$ cat src/rtl/cfg_shadow_pkg.sv
`timescale 1ns/1ps
package cfg_shadow_pkg;
  localparam int ADDR_W = 4;

  typedef enum logic [ADDR_W-1:0] {
    W_KEYS     = 4'd0,
    W_SETUP    = 4'd1,
    W_SUBSYS   = 4'd2,
    W_IDENT    = 4'd3,
    W_CMDSTAT  = 4'd4,
    W_CLASS    = 4'd5,
    W_LATCACHE = 4'd6,
    W_BAR_DRAM = 4'd7,
    W_BAR_MMIO = 4'd8,
    W_GRANT    = 4'd9
  } cfg_word_e;

  localparam logic [7:0]  UNLOCK_KEY   = 8'hCA;
  localparam logic [15:0] STATUS_IMAGE = 16'h0290;
  localparam logic [23:0] CLASS_RESET  = 24'h048000;
  localparam logic [31:0] MMIO_RESET   = 32'h1BE00000;
  localparam logic [31:0] DRAM_WMASK   = 32'hFFE00000;
  localparam logic [31:0] MMIO_WMASK   = 32'hFFFFFFF0;
endpackage

$ cat src/rtl/cfg_field_reg.sv
`timescale 1ns/1ps
// Byte-lane masked register with a fixed writable-bit mask.
module cfg_field_reg #(
  parameter int           W     = 32,
  parameter logic [W-1:0] RST   = '0,
  parameter logic [W-1:0] WMASK = '1
) (
  input  logic           clk,
  input  logic           rst_n,
  input  logic           we,
  input  logic [W/8-1:0] lane_en,
  input  logic [W-1:0]   wdata,
  output logic [W-1:0]   q
);
  localparam int LANES = W / 8;

  logic [W-1:0] lane_bits;
  logic [W-1:0] upd_mask;

  for (genvar g = 0; g < LANES; g++) begin : g_lane
    assign lane_bits[g*8 +: 8] = {8{lane_en[g]}};
  end

  assign upd_mask = WMASK & lane_bits;

  always_ff @(posedge clk or negedge rst_n) begin
    if (!rst_n)  q <= RST;
    else if (we) q <= (q & ~upd_mask) | (wdata & upd_mask);
  end

  // a register only moves on an enabled write
  assert_hold_idle_R6: assert property (@(posedge clk) disable iff (!rst_n)
    !we |=> $stable(q));
  // disabled lanes and fixed bits never change
  assert_lane_guard_R10: assert property (@(posedge clk) disable iff (!rst_n)
    we |=> ((q & ~$past(upd_mask)) == ($past(q) & ~$past(upd_mask))));
endmodule

$ cat src/rtl/cfg_key_lock.sv
`timescale 1ns/1ps
// Two key-opened write groups with automatic relock.
module cfg_key_lock
  import cfg_shadow_pkg::*;
(
  input  logic        clk,
  input  logic        rst_n,
  input  logic        key_wr,
  input  logic [1:0]  key_be,
  input  logic [15:0] key_data,
  input  logic        ss_wr,
  input  logic        grp_wr,
  output logic        ss_open,
  output logic        grp_open
);
  logic ss_hit, grp_hit;

  assign ss_hit  = key_wr && key_be[1] && (key_data[15:8] == UNLOCK_KEY);
  assign grp_hit = key_wr && key_be[0] && (key_data[7:0]  == UNLOCK_KEY);

  always_ff @(posedge clk or negedge rst_n) begin
    if (!rst_n) begin
      ss_open  <= 1'b0;
      grp_open <= 1'b0;
    end else begin
      if (ss_hit)                  ss_open <= 1'b1;
      else if (ss_wr && ss_open)   ss_open <= 1'b0;
      if (grp_hit)                 grp_open <= 1'b1;
      else if (grp_wr && grp_open) grp_open <= 1'b0;
    end
  end

  assert_ss_relock_R3: assert property (@(posedge clk) disable iff (!rst_n)
    (ss_open && ss_wr && !key_wr) |=> !ss_open);
  assert_grp_relock_R4: assert property (@(posedge clk) disable iff (!rst_n)
    (grp_open && grp_wr && !key_wr) |=> !grp_open);
  assert_ss_needs_key_R2: assert property (@(posedge clk) disable iff (!rst_n)
    $rose(ss_open) |-> $past(key_wr && key_be[1] && key_data[15:8] == UNLOCK_KEY));
  assert_grp_needs_key_R2: assert property (@(posedge clk) disable iff (!rst_n)
    $rose(grp_open) |-> $past(key_wr && key_be[0] && key_data[7:0] == UNLOCK_KEY));
endmodule

$ cat src/rtl/cfg_settle_timer.sv
`timescale 1ns/1ps
// Holds the stable flag low for SETTLE cycles after every restart.
module cfg_settle_timer #(
  parameter int SETTLE = 10
) (
  input  logic clk,
  input  logic rst_n,
  input  logic restart,
  output logic stable
);
  localparam int CNT_W = $clog2(SETTLE + 1);

  logic [CNT_W-1:0] cnt;

  always_ff @(posedge clk or negedge rst_n) begin
    if (!rst_n)          cnt <= '0;
    else if (restart)    cnt <= CNT_W'(SETTLE);
    else if (cnt != '0)  cnt <= cnt - 1'b1;
  end

  assign stable = (cnt == '0);

  assert_restart_drops_R9: assert property (@(posedge clk) disable iff (!rst_n)
    restart |=> !stable);
  assert_count_bound_R9: assert property (@(posedge clk) disable iff (!rst_n)
    cnt <= CNT_W'(SETTLE));
  assert_stays_stable_R9: assert property (@(posedge clk) disable iff (!rst_n)
    (stable && !restart) |=> stable);
endmodule

$ cat src/rtl/cfg_shadow_top.sv
`timescale 1ns/1ps
module cfg_shadow_top
  import cfg_shadow_pkg::*;
#(
  parameter logic [15:0] DEVICE_ID     = 16'h7A21,
  parameter logic [15:0] VENDOR_ID     = 16'h1E5D,
  parameter logic [7:0]  REVISION      = 8'h01,
  parameter int          SETTLE_CYCLES = 10
) (
  input  logic              clk,
  input  logic              rst_n,
  input  logic [ADDR_W-1:0] bus_addr,
  input  logic              bus_wr,
  input  logic [3:0]        bus_be,
  input  logic [31:0]       bus_wdata,
  output logic [31:0]       bus_rdata,
  output logic [31:0]       dram_base,
  output logic [31:0]       mmio_base,
  output logic              bars_stable
);
  logic wr_keys, wr_setup, wr_subsys, wr_cmd, wr_class, wr_lat;
  logic wr_dram, wr_mmio, wr_grant;
  logic ss_open, grp_open, mgmt_en, class_done, class_take;

  logic [7:0]  setup_q;
  logic [31:0] subsys_q;
  logic [15:0] cmd_q;
  logic [23:0] class_q;
  logic [15:0] lat_q;
  logic [31:0] dram_q;
  logic [31:0] mmio_q;
  logic [15:0] grant_q;

  assign wr_keys   = bus_wr && (bus_addr == W_KEYS);
  assign wr_setup  = bus_wr && (bus_addr == W_SETUP);
  assign wr_subsys = bus_wr && (bus_addr == W_SUBSYS);
  assign wr_cmd    = bus_wr && (bus_addr == W_CMDSTAT);
  assign wr_class  = bus_wr && (bus_addr == W_CLASS);
  assign wr_lat    = bus_wr && (bus_addr == W_LATCACHE);
  assign wr_dram   = bus_wr && (bus_addr == W_BAR_DRAM);
  assign wr_mmio   = bus_wr && (bus_addr == W_BAR_MMIO);
  assign wr_grant  = bus_wr && (bus_addr == W_GRANT);

  assign mgmt_en = setup_q[1];

  cfg_key_lock u_lock (
    .clk      (clk),
    .rst_n    (rst_n),
    .key_wr   (wr_keys),
    .key_be   (bus_be[1:0]),
    .key_data (bus_wdata[15:0]),
    .ss_wr    (wr_subsys),
    .grp_wr   (wr_setup),
    .ss_open  (ss_open),
    .grp_open (grp_open)
  );

  cfg_field_reg #(.W(8)) u_setup (
    .clk(clk), .rst_n(rst_n), .we(wr_setup && grp_open),
    .lane_en(bus_be[0]), .wdata(bus_wdata[7:0]), .q(setup_q));

  cfg_field_reg #(.W(32)) u_subsys (
    .clk(clk), .rst_n(rst_n), .we(wr_subsys && ss_open),
    .lane_en(bus_be), .wdata(bus_wdata), .q(subsys_q));

  cfg_field_reg #(.W(16)) u_cmd (
    .clk(clk), .rst_n(rst_n), .we(wr_cmd && mgmt_en),
    .lane_en(bus_be[1:0]), .wdata(bus_wdata[15:0]), .q(cmd_q));

  // Class code: one accepted write while the group is open
  assign class_take = wr_class && grp_open && !class_done && (bus_be[3:1] != 3'b000);

  always_ff @(posedge clk or negedge rst_n) begin
    if (!rst_n)          class_done <= 1'b0;
    else if (class_take) class_done <= 1'b1;
  end

  cfg_field_reg #(.W(24), .RST(CLASS_RESET)) u_class (
    .clk(clk), .rst_n(rst_n), .we(class_take),
    .lane_en(bus_be[3:1]), .wdata(bus_wdata[31:8]), .q(class_q));

  cfg_field_reg #(.W(16)) u_lat (
    .clk(clk), .rst_n(rst_n), .we(wr_lat && mgmt_en),
    .lane_en(bus_be[1:0]), .wdata(bus_wdata[15:0]), .q(lat_q));

  cfg_field_reg #(.W(32), .WMASK(DRAM_WMASK)) u_dram (
    .clk(clk), .rst_n(rst_n), .we(wr_dram && mgmt_en),
    .lane_en(bus_be), .wdata(bus_wdata), .q(dram_q));

  cfg_field_reg #(.W(32), .RST(MMIO_RESET), .WMASK(MMIO_WMASK)) u_mmio (
    .clk(clk), .rst_n(rst_n), .we(wr_mmio && mgmt_en),
    .lane_en(bus_be), .wdata(bus_wdata), .q(mmio_q));

  cfg_field_reg #(.W(16)) u_grant (
    .clk(clk), .rst_n(rst_n), .we(wr_grant && grp_open),
    .lane_en(bus_be[1:0]), .wdata(bus_wdata[15:0]), .q(grant_q));

  cfg_settle_timer #(.SETTLE(SETTLE_CYCLES)) u_settle (
    .clk     (clk),
    .rst_n   (rst_n),
    .restart (wr_dram || wr_mmio),
    .stable  (bars_stable)
  );

  assign dram_base = {dram_q[31:4], setup_q[0], 3'b000};
  assign mmio_base = mmio_q;

  always_comb begin
    case (bus_addr)
      W_SETUP:    bus_rdata = {24'h0, setup_q};
      W_SUBSYS:   bus_rdata = subsys_q;
      W_IDENT:    bus_rdata = {DEVICE_ID, VENDOR_ID};
      W_CMDSTAT:  bus_rdata = {STATUS_IMAGE, cmd_q};
      W_CLASS:    bus_rdata = {class_q, REVISION};
      W_LATCACHE: bus_rdata = {16'h0, lat_q};
      W_BAR_DRAM: bus_rdata = dram_base;
      W_BAR_MMIO: bus_rdata = mmio_base;
      W_GRANT:    bus_rdata = {16'h0, grant_q};
      default:    bus_rdata = 32'h0;
    endcase
  end

  assert_class_frozen_R5: assert property (@(posedge clk) disable iff (!rst_n)
    class_done |=> $stable(class_q));
  assert_cmd_gated_R6: assert property (@(posedge clk) disable iff (!rst_n)
    !mgmt_en |=> $stable(cmd_q));
  assert_bars_gated_R6: assert property (@(posedge clk) disable iff (!rst_n)
    !mgmt_en |=> ($stable(dram_q) && $stable(mmio_q)));
  assert_subsys_locked_R3: assert property (@(posedge clk) disable iff (!rst_n)
    !ss_open |=> $stable(subsys_q));
  assert_dram_low_zero_R7: assert property (@(posedge clk) disable iff (!rst_n)
    (dram_base[20:4] == '0) && (dram_base[2:0] == '0));
endmodule

$ cat config.mk
export PLATFORM = sky130hd
export DESIGN_NAME = cfg_shadow_top
export DESIGN_NICKNAME = d
export VERILOG_FILES = /design/src/rtl/cfg_shadow_pkg.sv /design/src/rtl/cfg_field_reg.sv /design/src/rtl/cfg_key_lock.sv /design/src/rtl/cfg_settle_timer.sv /design/src/rtl/cfg_shadow_top.sv
export SDC_FILE = /design/constraint.sdc
export NUM_CORES = 1
export LEC_CHECK = 0
export BUFFER_PORTS_ARGS = -buffer_cell sky130_fd_sc_hd__buf_2
export CAP_MARGIN = 0
export CORE_ASPECT_RATIO = 1.25
export CORE_MARGIN = 2
export CORE_UTILIZATION = 38
export CTS_CLUSTER_DIAMETER = 50
export DETAILED_ROUTE_END_ITERATION = 12
export GPL_ROUTABILITY_DRIVEN = 0
export REMOVE_ABC_BUFFERS = 1
export SYNTH_ARGS = -nofsm -noshare
export SYNTH_HDL_FRONTEND = slang
export SYNTH_SLANG_ARGS = --single-unit
$ cat constraint.sdc
create_clock -name clk -period 4.4 [get_ports clk]
set_input_delay 0.88 -clock clk [delete_from_list [all_inputs] [get_ports clk]]
set_output_delay 0.88 -clock clk [all_outputs]
set_load 0.05 [all_outputs]
==> results of run 1 <==
==> placed cells by master, fill, tap and decap left out, types with 6 or more instances in the layout <==
cell	netlist	routed
o21a_1	8	8
a21oi_1	14	14
mux2i_1	9	9
a22oi_1	19	19
buf_2	16	114
nand2_1	23	23
clkbuf_16	0	17
a221oi_1	10	10
nor2b_1	9	9
dfrtp_1	149	149
nor3_1	8	8
mux2_2	23	23
nor2_1	22	22
dfstp_2	9	9
conb_1	1	24
o21ai_0	16	16
a22o_1	8	8
mux2_1	130	130
nand2b_1	8	8
o21ai_1	11	11
a222oi_1	6	6
nand2_2	7	7
buf_4	27	12
==> power by group <==
group | internal [mW] | total [mW] | switching (mW) | leakage, nW
combinational | 0.0884 | 0.330 | 0.242 | 2.21
sequential | 1.47 | 1.49 | 0.0130 | 2.17
clock | 0.802 | 1.39 | 0.584 | 0.269
==> final timing paths <==
kind	from	end	slack, ns	cells past startpoint
max reg2reg	flip-flop	flip-flop	2.65	3
min	class_done	class_done	0.47	1
min in group asynchronous	rst_n	async pin	0.51	1
max	bus_addr[2]	bus_rdata[15]	0.51	7
min reg2reg	class_done	class_done	0.47	1
max in group asynchronous	rst_n	async pin	2.98	2
==> per-stage QoR <==
step	worst slack, ns	hold WS [ns]	util
after global placement	0.489	0.436	0.429
final	0.510	0.467	0.457
after CTS	0.529	0.464	0.457
after detailed placement	0.531	0.441	0.429
after floorplan	0.863	0.421	-
after global routing	0.416	0.495	0.457
==> synth_stat cells, types with 2 or more instances <==
cell and n:
buf_2 16, o21ai_0 16, or3_1 5, dfrtp_1 149
o31ai_1 2, nand2_2 7, o22ai_1 2, o21a_1 8
nor2_1 22, nand4_1 3, a222oi_1 6, a211o_1 2
mux2i_1 9, a221oi_1 10, a221o_1 3, nand2_1 23
nand2b_1 8, o21ai_1 11, a21oi_1 14, nor3b_1 3
clkbuf_1 11, a22oi_1 19, inv_1 2, nor2_4 2
a22o_1 8, dfstp_2 9, mux2_2 23, nor3_4 2
nand3_1 5, nand3b_1 2, nor4b_2 2, o32ai_1 2
nor3_1 8, a32oi_1 4, buf_4 27, nor2b_1 9
and4_1 4, mux2_1 130
==> kinds of logic after synthesis <==
kind of cell | count (synthesis) | synth area share
buffers and inverters | 58 | 0.0446
adders and majority gates | 1 | 0.00165
xor gates and xnor gates | 1 | 0.00115
AOI/OAI and AO/OA | 109 | 0.101
other | 1 | 0.000494
DFF | 158 | 0.522
muxes | 162 | 0.239
and+or+nand+nor | 114 | 0.0906
==> worst max-delay path, stage by stage <==
cell and delay, ns:
buf_2 0.42, nand2b_1 0.30, nor3_1 0.61, buf_4 0.26, a221oi_1 0.08, o21ai_1 0.13, buf_2 0.30
==> routing by layer <==
layer / up-vias / GRT usage
li1: 2424 / -
met1: 2748 / 0.250
met2: 193 / 0.346
met3: 34 / 0.0487
met4: 2 / 0.0745
met5: - / 0
==> layout make-up <==
| class | count | area (µm²) | area share |
|---|---|---|---|
| Timing Repair Buffer | 128 | 692 | 0.0775 |
| Multi-Input combinational cell | 411 | 3380 | 0.378 |
| Tap cell | 265 | 332 | 0.0371 |
| Clock inverter | 10 | 91.3 | 0.0102 |
| Inverter | 3 | 11.3 | 0.00126 |
| Sequential cell | 158 | 3970 | 0.444 |
| Clock buffer | 21 | 460 | 0.0516 |
==> results.yml, run 1 <==
clocking:
  clockRootBuffer: "clkbuf_16"
  clkTransAtPathRegs_ns: 0.06
  cts_buffers: 17
  cts_hold_repair.buffers: 0
  cts_tree: "yes"
  cts_resized: 0
  cts_num_sinks: 158
  cts_buffer_depth: 2
  cts_max_level: 4
  clk_latency_ns: 0.43
  postCtsSetupBuffers: 0
die:
  ioPinCount: 140
  core_area_um2: 19500
  dieArea_um2: 21100
  rows: 57
  die_x_um: 130
  dieHeight_um: 162
  initial_core_util: 0.389
hold_path:
  hp-class: "reg -> reg"
global_route:
  grt_pass1_vias: 5737
  grt-ovfl-total: 0
  grt_max_degree: 87
  antenna_found_initial: 1
  grt_pass1_wl_mm: 32.3
  grt_use_total: 0.203
yosys:
  yosys.area.top_type_share: 0.491
  synth_area_um2: 7600
  syn_avg_cell_area_um2: 12.6
  ys_ff_latch: 158
  ys_seq_area_frac: 0.522
  synth.area.top_cells: "dfrtp_1 49%, mux2_1 19%, mux2_2 3.4%, dfstp_2 3.1%, buf_4 2.7%"
  ys_warn_count: 0
  synth_edf_count: 0
  yosysUniqueCellTypes: 54
  synthArstFlopShare: 1.00
  synthCells: 604
  yosysTopAreaCell: "dfrtp_1"
  ys.flop_type: "dfrtp_1"
setup_path:
  arrival_ns: 3.01
  critPathMaxFanout: 23
  start_kind: "primary input"
  endpoint_kind: "output port"
  required_ns: 3.52
  path_class: "in -> out"
timing:
  skew_ns: 0.00725
  fmax_ghz: 0.257
  finalHoldViolCount: 0
  rsz0062_at_grt: "no"
  maxSlewViolCount: 0
  fin_setup_tns_ns: 0
  finalCritPeriodShare: 0.884
  period_minus_slack_ns: 3.89
  setup_viol: 0
  tightest_slew_ns: 0.830
  timing.slew.headroom: 0.446
finish:
  fin_nets: 763
  final_cells: 996
  design_area_um2: 8930
  num-fill-cells: 1843
  synthToLayoutAreaGrowth_pct: 17.6
  drive_gt1_frac: 0.286
  antenna_cells: 0
detailed_routing:
  wire_per_inst_um: 20.9
  wl_met1_mm: 8.69
  drt_iter0_markers: 374
  routed_wl_mm: 20.9
  dr.pass1.iters: 5
  vias: 5401
  wl_met3_mm: 1.22
  met2_length_mm: 10.5
  via_per_inst: 5.42
  top_layer: "met5"
  antenna_left: 0
  drc: 0
outcome:
  status: "completed"
run:
  drv_cap: 0
power_and_ir_drop:
  vdd_drop_max_v: 0.000273
  power.total_mw: 3.20
  powerDensity_nw_per_um2: 359
  p_leak_nw: 4.64
placed_design:
  dpl.cell_count: 965
  placed_area_um2: 8380
  port_buffers: 115
  hpwl_mm: 14.9
Power figures use the tool's default switching activity.
==> inputs of run 2 (changes only) <==
Settings changed: CELL_PAD_IN_SITES_DETAIL_PLACEMENT set to 1, CELL_PAD_IN_SITES_GLOBAL_PLACEMENT set to 2, PLACE_DENSITY_LB_ADDON set to 0.1.
==> run 2 against run 1 <==
  * Maximum frequency increased by 4.1%
  * Largest power group unchanged
  * Sequential cell count unchanged
  * Cell area grew 0.27%
  * Non-clock buffer count increased by 4
  * Clock-buffer cell count fell by 1
  * Hold slack hardly changed
  * Clock power shrank 3%
  * Highest routed layer is now met4
  * Critical endpoint is now bus_rdata[23]
==> results.yml, run 2 (same netlist as run 1, synthesis figures left out) <==
run:
  drv_cap: 0
die:
  dieHeight_um: 162
  initial_core_util: 0.389
  dieArea_um2: 21100
  rows: 57
  die_x_um: 130
  ioPinCount: 140
  core_area_um2: 19500
finish:
  design_area_um2: 8950
  synthToLayoutAreaGrowth_pct: 17.9
  final_cells: 1000
  drive_gt1_frac: 0.288
  layout_commonest_cell: "dfrtp_1"
  antenna_cells: 0
  most-common-layout-cells: "149 x dfrtp_1, 130 x mux2_1, 114 x buf_2"
  final_util: 0.458
  fin_nets: 767
timing:
  hold_ws_ns: 0.467
  finalHoldViolCount: 0
  fin_setup_tns_ns: 0
  maxSlewViolCount: 0
  fmax_ghz: 0.268
  skew_ns: 0.0121
  finalCritPeriodShare: 0.849
  setup_ws_ns: 0.665
  period_minus_slack_ns: 3.74
  setup_viol: 0
  timing.slew.headroom: 0.330
  tightest_slew_ns: 1.01
  rsz0062_at_grt: "no"
clocking:
  cts_max_level: 4
  clockRootBuffer: "clkbuf_16"
  cts_buffers: 17
  cts_buffer_depth: 2
  cts_resized: 0
  clkTransAtPathRegs_ns: 0.06
  postCtsSetupBuffers: 0
  cts_hold_repair.buffers: 0
  clk_latency_ns: 0.42
  cts_num_sinks: 158
  cts_tree: "yes"
setup_path:
  rr_worst_depth: 3
  cp_cell_sequence: "buf_2 > nand2b_1 > buf_4 > nor2_1 > a22oi_1 > o21ai_0 > buf_2"
  cp_slowest_stage_delay_ns: 0.47
  critPathMaxFanout: 25
  start_kind: "primary input"
  critPathBufInv: 3
  path_delay_family: "buffers and inverters"
  arrival_ns: 2.86
  cp_common_cell: "buf_2"
  endpoint_kind: "output port"
  slowest_stage: "buf_2"
  path_class: "in -> out"
  rrSetupSlack_ns: 2.58
  required_ns: 3.52
placed_design:
  dpl.cell_count: 969
  hpwl_mm: 15.6
  port_buffers: 115
  placed_area_um2: 8420
  post-place-ws_ns: 0.591
global_route:
  grt_max_degree: 106
  gr-usage-met2: 0.386
  grt_pass1_vias: 5802
  antenna_found_initial: 0
  grt_busiest_layer: "met2"
  grt-ovfl-total: 0
  grt.met1_usage: 0.280
  use_met3: 0.0329
  grt_pass1_wl_mm: 34.5
  grt_use_total: 0.217
detailed_routing:
  wire_per_inst_um: 22.0
  vias: 5409
  routed_wl_mm: 22.0
  drc: 0
  antenna_left: 0
  drt_iter0_markers: 298
  dr.pass1.iters: 5
  via_per_inst: 5.41
hold_path:
  min_from: "class_done"
  hp-class: "reg -> reg"
  hold_depth: 1
  min_to: "class_done"
power_and_ir_drop:
  p_leak_nw: 4.65
  powerDensity_nw_per_um2: 354
  vdd_drop_max_v: 0.000245
  power.total_mw: 3.17
outcome:
  status: "completed"
==> run 2: cell types whose count changed in the layout (fill, tap and decap cells not counted), sizes merged <==
cell      before  now
clkinv         7    5
clkbuf        21   20
clkinvlp       2    5
buf          128  132
==> run 2: worst max-delay path by stage <==
stage	from	endpoint	depth (start not counted)
2_1_floorplan	bus_addr[1]	bus_rdata[16]	4
3_3_place_gp	bus_addr[1]	bus_rdata[23]	7
3_5_place_dp	bus_addr[1]	bus_rdata[23]	7
4_1_cts	bus_addr[1]	bus_rdata[23]	7
5_1_grt	bus_addr[2]	bus_rdata[10]	6
6_report	bus_addr[1]	bus_rdata[23]	7
==> run 2: layer usage <==
metal	up-vias	routed length, µm
li1	2428	-
met1	2854	9590
met2	117	11600
met3	10	704
met4	0	133
met5	-	0
==> run 2: worst register-to-register path: cells and delay by family (launching register included) <==
| family | cells | cell delay (ns) |
|---|---|---|
| AND/OR/NAND/NOR | 2 | 0.74 |
| flip-flops | 1 | 0.56 |
| multiplexers | 1 | 0.40 |
==> run 2: report_power, final <==
group / internal, mW / switching [mW]
Clock: 0.770 / 0.584
Combinational: 0.0913 / 0.240
Sequential: 1.47 / 0.0127
Total: 2.33 / 0.837
==> run 2: layout make-up <==
type	instances	area, µm²
fill	2137	10600
sequential	158	3970
multi-input combinational	411	3380
timing repair buffer	132	734
clock buffer	20	437
tap	265	332
clock inverter	11	96.3
inverter	3	11.3
==> inputs of run 3 (changes only) <==
Settings changed: CORE_UTILIZATION 38 to 34.
Clock period 4.4 ns to 3.25 ns, I/O delays scaled along.
==> run 3 against run 2 <==
  * Hold slack got worse by 0.31 ns
  * Critical path type unchanged
  * Sequential cell count stayed put
  * Clock skew shrank 0.0066 ns
  * Non-clock buffer count up 12
  * First-iteration DRC count is 36% lower
  * Critical endpoint is now bus_rdata[6]
  * Core utilization shrank 4.0 points
  * Worst setup slack got worse by 0.46 ns
  * Global-route usage decreased by 1.8 points
==> results.yml, run 3 (same netlist as run 1, synthesis figures left out) <==
outcome:
  status: "completed"
clocking:
  cts_tree: "yes"
  cts_resized: 0
  cts_buffers: 17
  cts_num_sinks: 158
  cts_buffer_depth: 2
  clkTransAtPathRegs_ns: 0.06
  postCtsSetupBuffers: 0
  clk_latency_ns: 0.43
  cts_max_level: 4
  cts_hold_repair.buffers: 0
  clockRootBuffer: "clkbuf_16"
power_and_ir_drop:
  powerDensity_nw_per_um2: 516
  power.total_mw: 4.78
  vdd_drop_max_v: 0.000347
  clockPowerShare: 0.481
  p_leak_nw: 4.79
  p_seq_frac: 0.421
  p_comb_frac: 0.097
  intPower_mw: 3.59
  sw_frac_of_total: 0.248
  p_sw_mw: 1.19
detailed_routing:
  routed_wl_mm: 22.6
  drc: 0
  antenna_left: 0
  wl_met3_um: 797
  drt_iter0_markers: 191
  wire_per_inst_um: 21.9
  met2_length_mm: 11.7
  top_layer: "met4"
  wl_met1_mm: 9.88
  dr.pass1.iters: 4
  via_per_inst: 5.25
  vias: 5419
die:
  die_x_um: 138
  rows: 61
  dieArea_um2: 23600
  core_area_um2: 22100
  initial_core_util: 0.343
  dieHeight_um: 171
  ioPinCount: 140
global_route:
  grt_pass1_vias: 5825
  grt-ovfl-total: 0
  antenna_found_initial: 1
  grt_use_total: 0.199
  grt_max_degree: 74
  grt_pass1_wl_mm: 34.9
finish:
  drive_gt1_frac: 0.303
  most-common-layout-cells: "149 x dfrtp_1, 130 x mux2_1, 111 x buf_2"
  synthToLayoutAreaGrowth_pct: 21.9
  layout_commonest_cell: "dfrtp_1"
  fin_nets: 779
timing:
  fmax_ghz: 0.328
  tightest_slew_ns: 0.676
  setup_viol: 0
  skew_ns: 0.00548
  finalHoldViolCount: 0
  rsz0062_at_grt: "no"
  timing.slew.headroom: 0.548
  finalCritPeriodShare: 0.938
  fin_setup_tns_ns: 0
  maxSlewViolCount: 0
  period_minus_slack_ns: 3.05
setup_path:
  slowest_stage: "nor4b_2"
  arrival_ns: 2.40
  path_class: "in -> out"
  cp_cell_sequence: "buf_2 > buf_4 > nor4b_2 > a222oi_1 > o21ai_1 > buf_2"
  cp_slowest_stage_delay_ns: 0.57
  required_ns: 2.60
  cp_common_cell: "buf_2"
  start_kind: "primary input"
  critPathMaxFanout: 13
  endpoint_kind: "output port"
hold_path:
  hp-class: "in -> async"
placed_design:
  port_buffers: 115
  hpwl_mm: 16.5
run:
  drv_cap: 0
-- run 3: changes by cell type in the layout (fill, tap and decap cells not counted), sizes merged --
| cell | delta |
|---|---|
| clkinv | -1 |
| bufinv | +5 |
| clkbuf | -1 |
| buf | +12 |
| clkinvlp | -2 |
| diode | +1 |
-- run 3: final cells by class --
cell class                      instances  area, µm²
Antenna cell                            1       2.50
Inverter                                3       11.3
Tap cell                              283        354
Timing Repair Buffer                  144        870
Fill cell                            2390      12900
Sequential cell                       158       3970
Multi-Input combinational cell        411       3380
Clock buffer                           19        443
Clock inverter                         13        238
-- run 3: worst max-delay path, delay by kind of cell --
family | cells | cell delay, ns
AND/OR/NAND/NOR | 1 | 0.57
AO/OA/AOI/OAI | 2 | 0.31
buffers and inverters | 3 | 0.86
-- run 3: path summary, 6_finish.rpt --
check	slack, ns	from	end	cells after the start
setup / recovery	0.20	bus_addr[0]	bus_rdata[6]	6
setup reg to reg	1.46	flip-flop	flip-flop	3
hold reg to reg	0.46	class_done	class_done	1
hold / removal	0.16	rst_n	async pin	1
min in group clk	0.46	class_done	class_done	1
max in group asynchronous	2.15	rst_n	async pin	2
-- run 3: routing by layer --
| layer | vias to the layer above | track usage |
|---|---|---|
| met2 | 114 | 0.348 |
| met1 | 2818 | 0.255 |
| met4 | 0 | 0.0497 |
| li1 | 2467 | - |
| met5 | - | 0 |
| met3 | 20 | 0.0341 |
-- run 3: metrics by stage --
step / cell area [µm²] / hold slack (ns) / worst slack, ns / instances / util
6_report: 9260 / 0.157 / 0.202 / 1032 / 0.418
5_1_grt: 9260 / 0.169 / 0.111 / 1031 / 0.418
4_1_cts: 9260 / 0.170 / 0.176 / 1031 / 0.418
3_5_place_dp: 8580 / 0.445 / 0.177 / 999 / 0.388
3_3_place_gp: 8580 / 0.435 / 0.209 / 999 / 0.388
2_1_floorplan: 7360 / 0.354 / 0.173 / 572 / -
-- run 3: power by group through the flow --
| stage | Combinational (mW) | Clock, mW | Sequential [mW] |
|---|---|---|---|
| floorplan | 0.245 | 0 | 2.04 |
| global placement | 0.456 | 0 | 2.04 |
| detailed placement | 0.472 | 0 | 2.05 |
| CTS | 0.474 | 2.35 | 2.01 |
| global route | 0.508 | 2.44 | 2.01 |
| finish | 0.466 | 2.30 | 2.01 |
